## config.mk

```make
export PLATFORM = sky130hd
export DESIGN_NAME = offset_cal_seq
export DESIGN_NICKNAME = d
export VERILOG_FILES = /design/src/rtl/ocal_pkg.sv /design/src/rtl/ocal_trigger.sv /design/src/rtl/ocal_timer.sv /design/src/rtl/ocal_sar.sv /design/src/rtl/offset_cal_seq.sv
export SDC_FILE = /design/constraint.sdc
export NUM_CORES = 1
export LEC_CHECK = 0
export BUFFER_PORTS_ARGS = -buffer_cell sky130_fd_sc_hd__buf_4
export CORE_MARGIN = 2
export CORE_UTILIZATION = 55
export DETAILED_ROUTE_END_ITERATION = 12
export PLACE_DENSITY = 0.85
export SLEW_MARGIN = 0
export SYNTH_ARGS = -nofsm -noshare
export SYNTH_HDL_FRONTEND = slang
export SYNTH_HIERARCHICAL = 1
export SYNTH_SLANG_ARGS = --single-unit
export TNS_END_PERCENT = 100
```

## constraint.sdc

```tcl
create_clock -name clk -period 2.4 [get_ports clk]
set_clock_uncertainty 0.15 [all_clocks]
set_input_delay 0.36 -clock clk [delete_from_list [all_inputs] [get_ports clk]]
set_output_delay 0.36 -clock clk [all_outputs]
set_load 0.01 [all_outputs]
```

## src/rtl/ocal_pkg.sv

```systemverilog
package ocal_pkg;

    typedef enum logic [1:0] {
        ST_IDLE   = 2'd0,
        ST_SETTLE = 2'd1,
        ST_SEARCH = 2'd2
    } ocal_state_e;

    function automatic int ns_to_cycles(input int clk_mhz, input int dur_ns);
        return (clk_mhz * dur_ns) / 1000;
    endfunction

endpackage

```

## src/rtl/ocal_trigger.sv

```systemverilog
module ocal_trigger (
    input  logic clk,
    input  logic rst_n,
    input  logic chip_on,
    input  logic gain_hi,
    input  logic link_sel_n,
    input  logic word_written,
    input  logic manual_go,
    input  logic busy,
    input  logic clear_advice,
    output logic start_req,
    output logic advised
);

    logic sel_q;
    logic gain_q;
    logic write_pending;
    logic sel_rise;
    logic gain_flip;
    logic frame_start;

    assign sel_rise    = link_sel_n & ~sel_q;
    assign gain_flip   = gain_hi ^ gain_q;
    assign frame_start = sel_rise & (write_pending | word_written);
    assign start_req   = chip_on & ~busy & (frame_start | manual_go);

    always_ff @(posedge clk) begin
        if (!rst_n) begin
            sel_q  <= 1'b1;
            gain_q <= 1'b0;
        end else begin
            sel_q  <= link_sel_n;
            gain_q <= gain_hi;
        end
    end

    // every select rising edge consumes the pending write, accepted or not
    always_ff @(posedge clk) begin
        if (!rst_n) begin
            write_pending <= 1'b0;
        end else if (sel_rise) begin
            write_pending <= 1'b0;
        end else if (word_written) begin
            write_pending <= 1'b1;
        end
    end

    always_ff @(posedge clk) begin
        if (!rst_n) begin
            advised <= 1'b0;
        end else if (gain_flip) begin
            advised <= 1'b1;
        end else if (clear_advice) begin
            advised <= 1'b0;
        end
    end

endmodule

```

## src/rtl/ocal_timer.sv

```systemverilog
module ocal_timer #(
    parameter int CNT_W = 6
) (
    input  logic             clk,
    input  logic             rst_n,
    input  logic             load,
    input  logic [CNT_W-1:0] load_val,
    output logic             expired
);

    logic [CNT_W-1:0] cnt;

    always_ff @(posedge clk) begin
        if (!rst_n) begin
            cnt <= '0;
        end else if (load) begin
            cnt <= load_val;
        end else if (cnt != '0) begin
            cnt <= cnt - 1'b1;
        end
    end

    assign expired = (cnt == '0);

endmodule

```

## src/rtl/ocal_sar.sv

```systemverilog
module ocal_sar #(
    parameter int CODE_W = 6
) (
    input  logic              clk,
    input  logic              rst_n,
    input  logic              wipe,
    input  logic              init,
    input  logic              step,
    input  logic              cmp_high,
    output logic [CODE_W-1:0] code,
    output logic              last
);

    localparam int IDX_W = (CODE_W > 1) ? $clog2(CODE_W) : 1;
    localparam logic [IDX_W-1:0] TOP_IDX = IDX_W'(CODE_W - 1);

    logic [IDX_W-1:0] bit_idx;

    always_ff @(posedge clk) begin
        if (!rst_n || wipe || init) begin
            bit_idx <= TOP_IDX;
        end else if (step && (bit_idx != '0)) begin
            bit_idx <= bit_idx - 1'b1;
        end
    end

    assign last = (bit_idx == '0);

    for (genvar i = 0; i < CODE_W; i++) begin : g_bit
        localparam logic START_VAL = (i == CODE_W - 1);
        logic judge_here;
        logic trial_next;

        assign judge_here = step && (bit_idx == IDX_W'(i));
        if (i < CODE_W - 1) begin : g_trial
            assign trial_next = step && (bit_idx == IDX_W'(i + 1));
        end else begin : g_top
            assign trial_next = 1'b0;
        end

        always_ff @(posedge clk) begin
            if (!rst_n || wipe || init) begin
                code[i] <= START_VAL;
            end else if (judge_here && cmp_high) begin
                code[i] <= 1'b0;
            end else if (trial_next) begin
                code[i] <= 1'b1;
            end
        end
    end

endmodule

```

## src/rtl/offset_cal_seq.sv

```systemverilog
module offset_cal_seq
    import ocal_pkg::*;
#(
    parameter int CLK_MHZ   = 100,
    parameter int SETTLE_NS = 500,
    parameter int SEARCH_NS = 2500,
    parameter int CODE_W    = 6
) (
    input  logic              clk,
    input  logic              rst_n,
    input  logic              chip_on,
    input  logic              gain_hi,
    input  logic              link_sel_n,
    input  logic              word_written,
    input  logic              manual_go,
    input  logic              cmp_high,
    output logic              cal_busy,
    output logic              short_inputs,
    output logic [CODE_W-1:0] dac_code,
    output logic              code_valid,
    output logic              cal_advised
);

    localparam int SETTLE_CYC = ns_to_cycles(CLK_MHZ, SETTLE_NS);
    localparam int SEARCH_CYC = ns_to_cycles(CLK_MHZ, SEARCH_NS);
    localparam int SLOT_CYC   = SEARCH_CYC / CODE_W;
    localparam int MAX_CYC    = (SETTLE_CYC > SLOT_CYC) ? SETTLE_CYC : SLOT_CYC;
    localparam int CNT_W      = $clog2(MAX_CYC + 1);
    localparam logic [CNT_W-1:0] SETTLE_LOAD = CNT_W'(SETTLE_CYC - 1);
    localparam logic [CNT_W-1:0] SLOT_LOAD   = CNT_W'(SLOT_CYC - 1);

    ocal_state_e state;
    ocal_state_e state_nxt;

    logic             start_req;
    logic             tmr_load;
    logic [CNT_W-1:0] tmr_val;
    logic             tmr_expired;
    logic             sar_init;
    logic             sar_step;
    logic             sar_last;
    logic             run_done;

    ocal_trigger u_trigger (
        .clk          (clk),
        .rst_n        (rst_n),
        .chip_on      (chip_on),
        .gain_hi      (gain_hi),
        .link_sel_n   (link_sel_n),
        .word_written (word_written),
        .manual_go    (manual_go),
        .busy         (cal_busy),
        .clear_advice (run_done),
        .start_req    (start_req),
        .advised      (cal_advised)
    );

    ocal_timer #(.CNT_W(CNT_W)) u_timer (
        .clk      (clk),
        .rst_n    (rst_n),
        .load     (tmr_load),
        .load_val (tmr_val),
        .expired  (tmr_expired)
    );

    ocal_sar #(.CODE_W(CODE_W)) u_sar (
        .clk      (clk),
        .rst_n    (rst_n),
        .wipe     (~chip_on),
        .init     (sar_init),
        .step     (sar_step),
        .cmp_high (cmp_high),
        .code     (dac_code),
        .last     (sar_last)
    );

    // state register
    always_ff @(posedge clk) begin
        if (!rst_n) begin
            state <= ST_IDLE;
        end else begin
            state <= state_nxt;
        end
    end

    // next state and sequencing strobes
    always_comb begin
        state_nxt = state;
        tmr_load  = 1'b0;
        tmr_val   = '0;
        sar_init  = 1'b0;
        sar_step  = 1'b0;
        run_done  = 1'b0;
        if (!chip_on) begin
            state_nxt = ST_IDLE;
        end else begin
            unique case (state)
                ST_IDLE: begin
                    if (start_req) begin
                        state_nxt = ST_SETTLE;
                        tmr_load  = 1'b1;
                        tmr_val   = SETTLE_LOAD;
                    end
                end
                ST_SETTLE: begin
                    if (tmr_expired) begin
                        state_nxt = ST_SEARCH;
                        tmr_load  = 1'b1;
                        tmr_val   = SLOT_LOAD;
                        sar_init  = 1'b1;
                    end
                end
                ST_SEARCH: begin
                    if (tmr_expired) begin
                        sar_step = 1'b1;
                        if (sar_last) begin
                            state_nxt = ST_IDLE;
                            run_done  = 1'b1;
                        end else begin
                            tmr_load = 1'b1;
                            tmr_val  = SLOT_LOAD;
                        end
                    end
                end
                default: begin
                    state_nxt = ST_IDLE;
                end
            endcase
        end
    end

    // outputs decoded from state
    always_comb begin
        cal_busy     = (state != ST_IDLE);
        short_inputs = (state == ST_SEARCH);
    end

    always_ff @(posedge clk) begin
        if (!rst_n || !chip_on || sar_init) begin
            code_valid <= 1'b0;
        end else if (run_done) begin
            code_valid <= 1'b1;
        end
    end

endmodule

```

==> flow_summary.yaml <==
critical_path:
  cp.depth: 10
  path_delay_family: "compound AO/OA/AOI/OAI gates"
  path_buf_inv: 2
  critPathMaxStageDelay_ps: 370
  criticalPathCategory: "reg2reg"
  end_kind: "flip-flop"
  cp.required_ps: 2430
  timing.rr.start: "u_timer/cnt[0]"
  reg2regPathDepth: 10
  critical_path.cell_chain: "inv_1 > ha_1 > nand2b_1 > nor2_1 > nand2_1 > a21oi_1 > o21a_1 > inv_1 > o2111ai_1 > o311ai_1"
  arrival_ps: 2210
  cp_max_fo: 7
  crit_top_cell: "inv_1"
  slowest_stage: "dfxtp_1"
  start_kind: "flip-flop"
  timing.rr.end: "u_timer/cnt[0]"
  reg2reg_slack_ps: 220
hold_path:
  min_from: "link_sel_n"
  holdPathEnd: "u_trigger/sel_q"
  hp-class: "in2reg"
  hold_depth: 2
cts:
  numCtsBuffers: 3
  cts_resized: 0
  path_clk_slew_ps: 110
  clock_latency_ps: 300
  holdBufCountCts: 0
  htreeDepth: 1
  cts.sinks: 22
  clockBufferDepth: 2
  cts_setup_buffers: 0
  tritoncts: "done"
  clock-root-buffer: "clkbuf_4"
route:
  top_layer_used: "met4"
  drt-met1-wl_microns: 988
  drtIter0Drc: 35
  wl_met2_microns: 1207
  wirelength_microns: 2269
  vias_per_cell: 5.648
  wl_met3_microns: 54
  wl_per_cell_microns: 12.47
  antenna_left: 0
  dr.pass1.iters: 4
  drc_errors: 0
  vias: 1028
sta:
  fmax_ghz: 0.4586
  maxSlewViolCount: 0
  setup_violations: 0
  final_hold_viol_count: 0
  fin_tns_setup_ps: 0
  rsz0062_at_grt: "false"
  fin_crit_ps: 2181
  post-route-period-util_pct: 90.86
power:
  power_density_nw_per_um2: 785.3
  p_leak_nw: 0.5530
  irDropWorstVdd_uv: 515.2
final_layout:
  area_growth_pct: 16.08
  fin_area_sq_um: 1373
  antenna_cells: 0
  nets: 172
  layout-drive-gt1-share_pct: 21.29
  n_fill_cell: 179
synth:
  ys_ff_latch: 22
  ys_types: 46
  yosysSeqAreaShare_pct: 37.25
  synthFlopType: "dfxtp_1"
  yosysWarnings: 6
  async_flop_share_pct: 0
  avgSynthCellArea_sq_um: 8.824
  syn_inst: 134
  syn_area_sq_um: 1182
  synth-edff-count: 0
floorplan:
  core_sq_um: 2002
  die_width_microns: 50.37
  ios: 18
  dieArea_sq_um: 2537
  die_y_microns: 50.37
  initial_core_util_pct: 59.06
  num_rows: 16
global_route:
  grt_pass1_wl_microns: 3988
  grt_pass1_vias: 977
  grt_max_degree: 18
  antenna_found_initial: 0
  overflow: 0
  grt_use_total_pct: 20.09
placed_design:
  port_buffers: 17
  placed_area_sq_um: 1350
  dp_hpwl_microns: 1770
  gp_congestion: 0.8115
run_status:
  outcome: "finished clean"
flow_run:
  maxCapViolations: 0
-- worst max path at each step --
stage,from,endpoint,slack (ps)
after floorplan,u_timer/cnt[4],u_timer/cnt[0],270
after global placement,u_timer/cnt[4],u_timer/cnt[4],350
after detailed placement,u_sar/bit_idx[0],u_timer/cnt[4],270
after CTS,u_sar/bit_idx[0],u_timer/cnt[4],250
after global routing,u_timer/cnt[0],u_timer/cnt[0],30
final,u_timer/cnt[0],u_timer/cnt[0],220
-- power breakdown --
| group | internal (mW) | switching (mW) |
|---|---|---|
| Sequential | 0.419 | 0.0505 |
| Combinational | 0.213 | 0.236 |
| Clock | 0.0585 | 0.101 |
-- synth_stat cells (2+ instances only) --
library cell / n / area share, %
a21boi_0: 2 / 1.3
a21oi_1: 9 / 3.8
a311oi_1: 4 / 3.0
a31oi_1: 3 / 1.6
and2_1: 2 / 1.1
dfxtp_1: 22 / 37
ha_1: 7 / 7.4
inv_1: 7 / 2.2
inv_2: 2 / 0.64
nand2_1: 8 / 2.5
nand2b_1: 6 / 3.2
nand3_1: 6 / 2.5
nor2_1: 7 / 2.2
nor3_1: 3 / 1.3
nor3b_1: 3 / 1.9
o211ai_1: 3 / 1.9
o21a_1: 3 / 1.9
o21ai_0: 5 / 2.1
o311ai_1: 2 / 1.5
or2_1: 2 / 1.1
xnor2_1: 3 / 2.2
-- layout by cell type (no fill, tap or decap), types with 4 or more instances in the layout --
cell	n
dfxtp_1	22
buf_4	21
a21oi_1	9
nand2_1	8
nor2_1	7
inv_1	7
ha_1	7
nand2b_1	6
nand3_1	6
o21ai_0	5
a311oi_1	4
-- routing by layer --
layer  global-route usage [%]  up-vias
met4                    8.108        0
met5                        0        -
li1                         -      524
met2                    36.62       13
met1                    23.46      489
met3                    2.679        2
-- logic make-up after synthesis --
group,share of synthesized area (%)
simple gates,24.02
fa+ha+maj,7.407
flops,37.25
xor+xnor,2.964
other cells,0.3172
buf+inv,5.185
compound gates,22.86
-- metrics by stage --
stage                     cells  hold WS [ps]  worst slack [ps]  utilization (%)  power (mW)
after floorplan             135         283.0             265.8                -      0.7889
after global placement      179         295.1             351.5            67.44      0.8959
after detailed placement    179         302.0             267.3            67.44      0.9174
after CTS                   182         104.2             252.2            68.56       1.076
after global routing        182         117.3             27.56            68.56       1.155
final                       182         107.1             219.5            68.56       1.078
-- final cells by class --
type / instances / area (sq um) / area share, %
multi-input combinational: 100 / 684.4 / 49.86
sequential: 22 / 440.4 / 32.09
timing repair buffer: 21 / 157.7 / 11.49
inverter: 9 / 33.78 / 2.461
tap: 27 / 33.78 / 2.461
clock buffer: 3 / 22.52 / 1.641
-- registers in the layout, indices dropped and copies added (netlist names) --
register and count:
u_trigger/advised 1, u_sar/code 6, u_trigger/sel_q 1, u_sar/bit_idx 3, u_trigger/gain_q 1, u_timer/cnt 6
code_valid 1, state 2, u_trigger/write_pending 1
(Power assumes the default switching activity.)
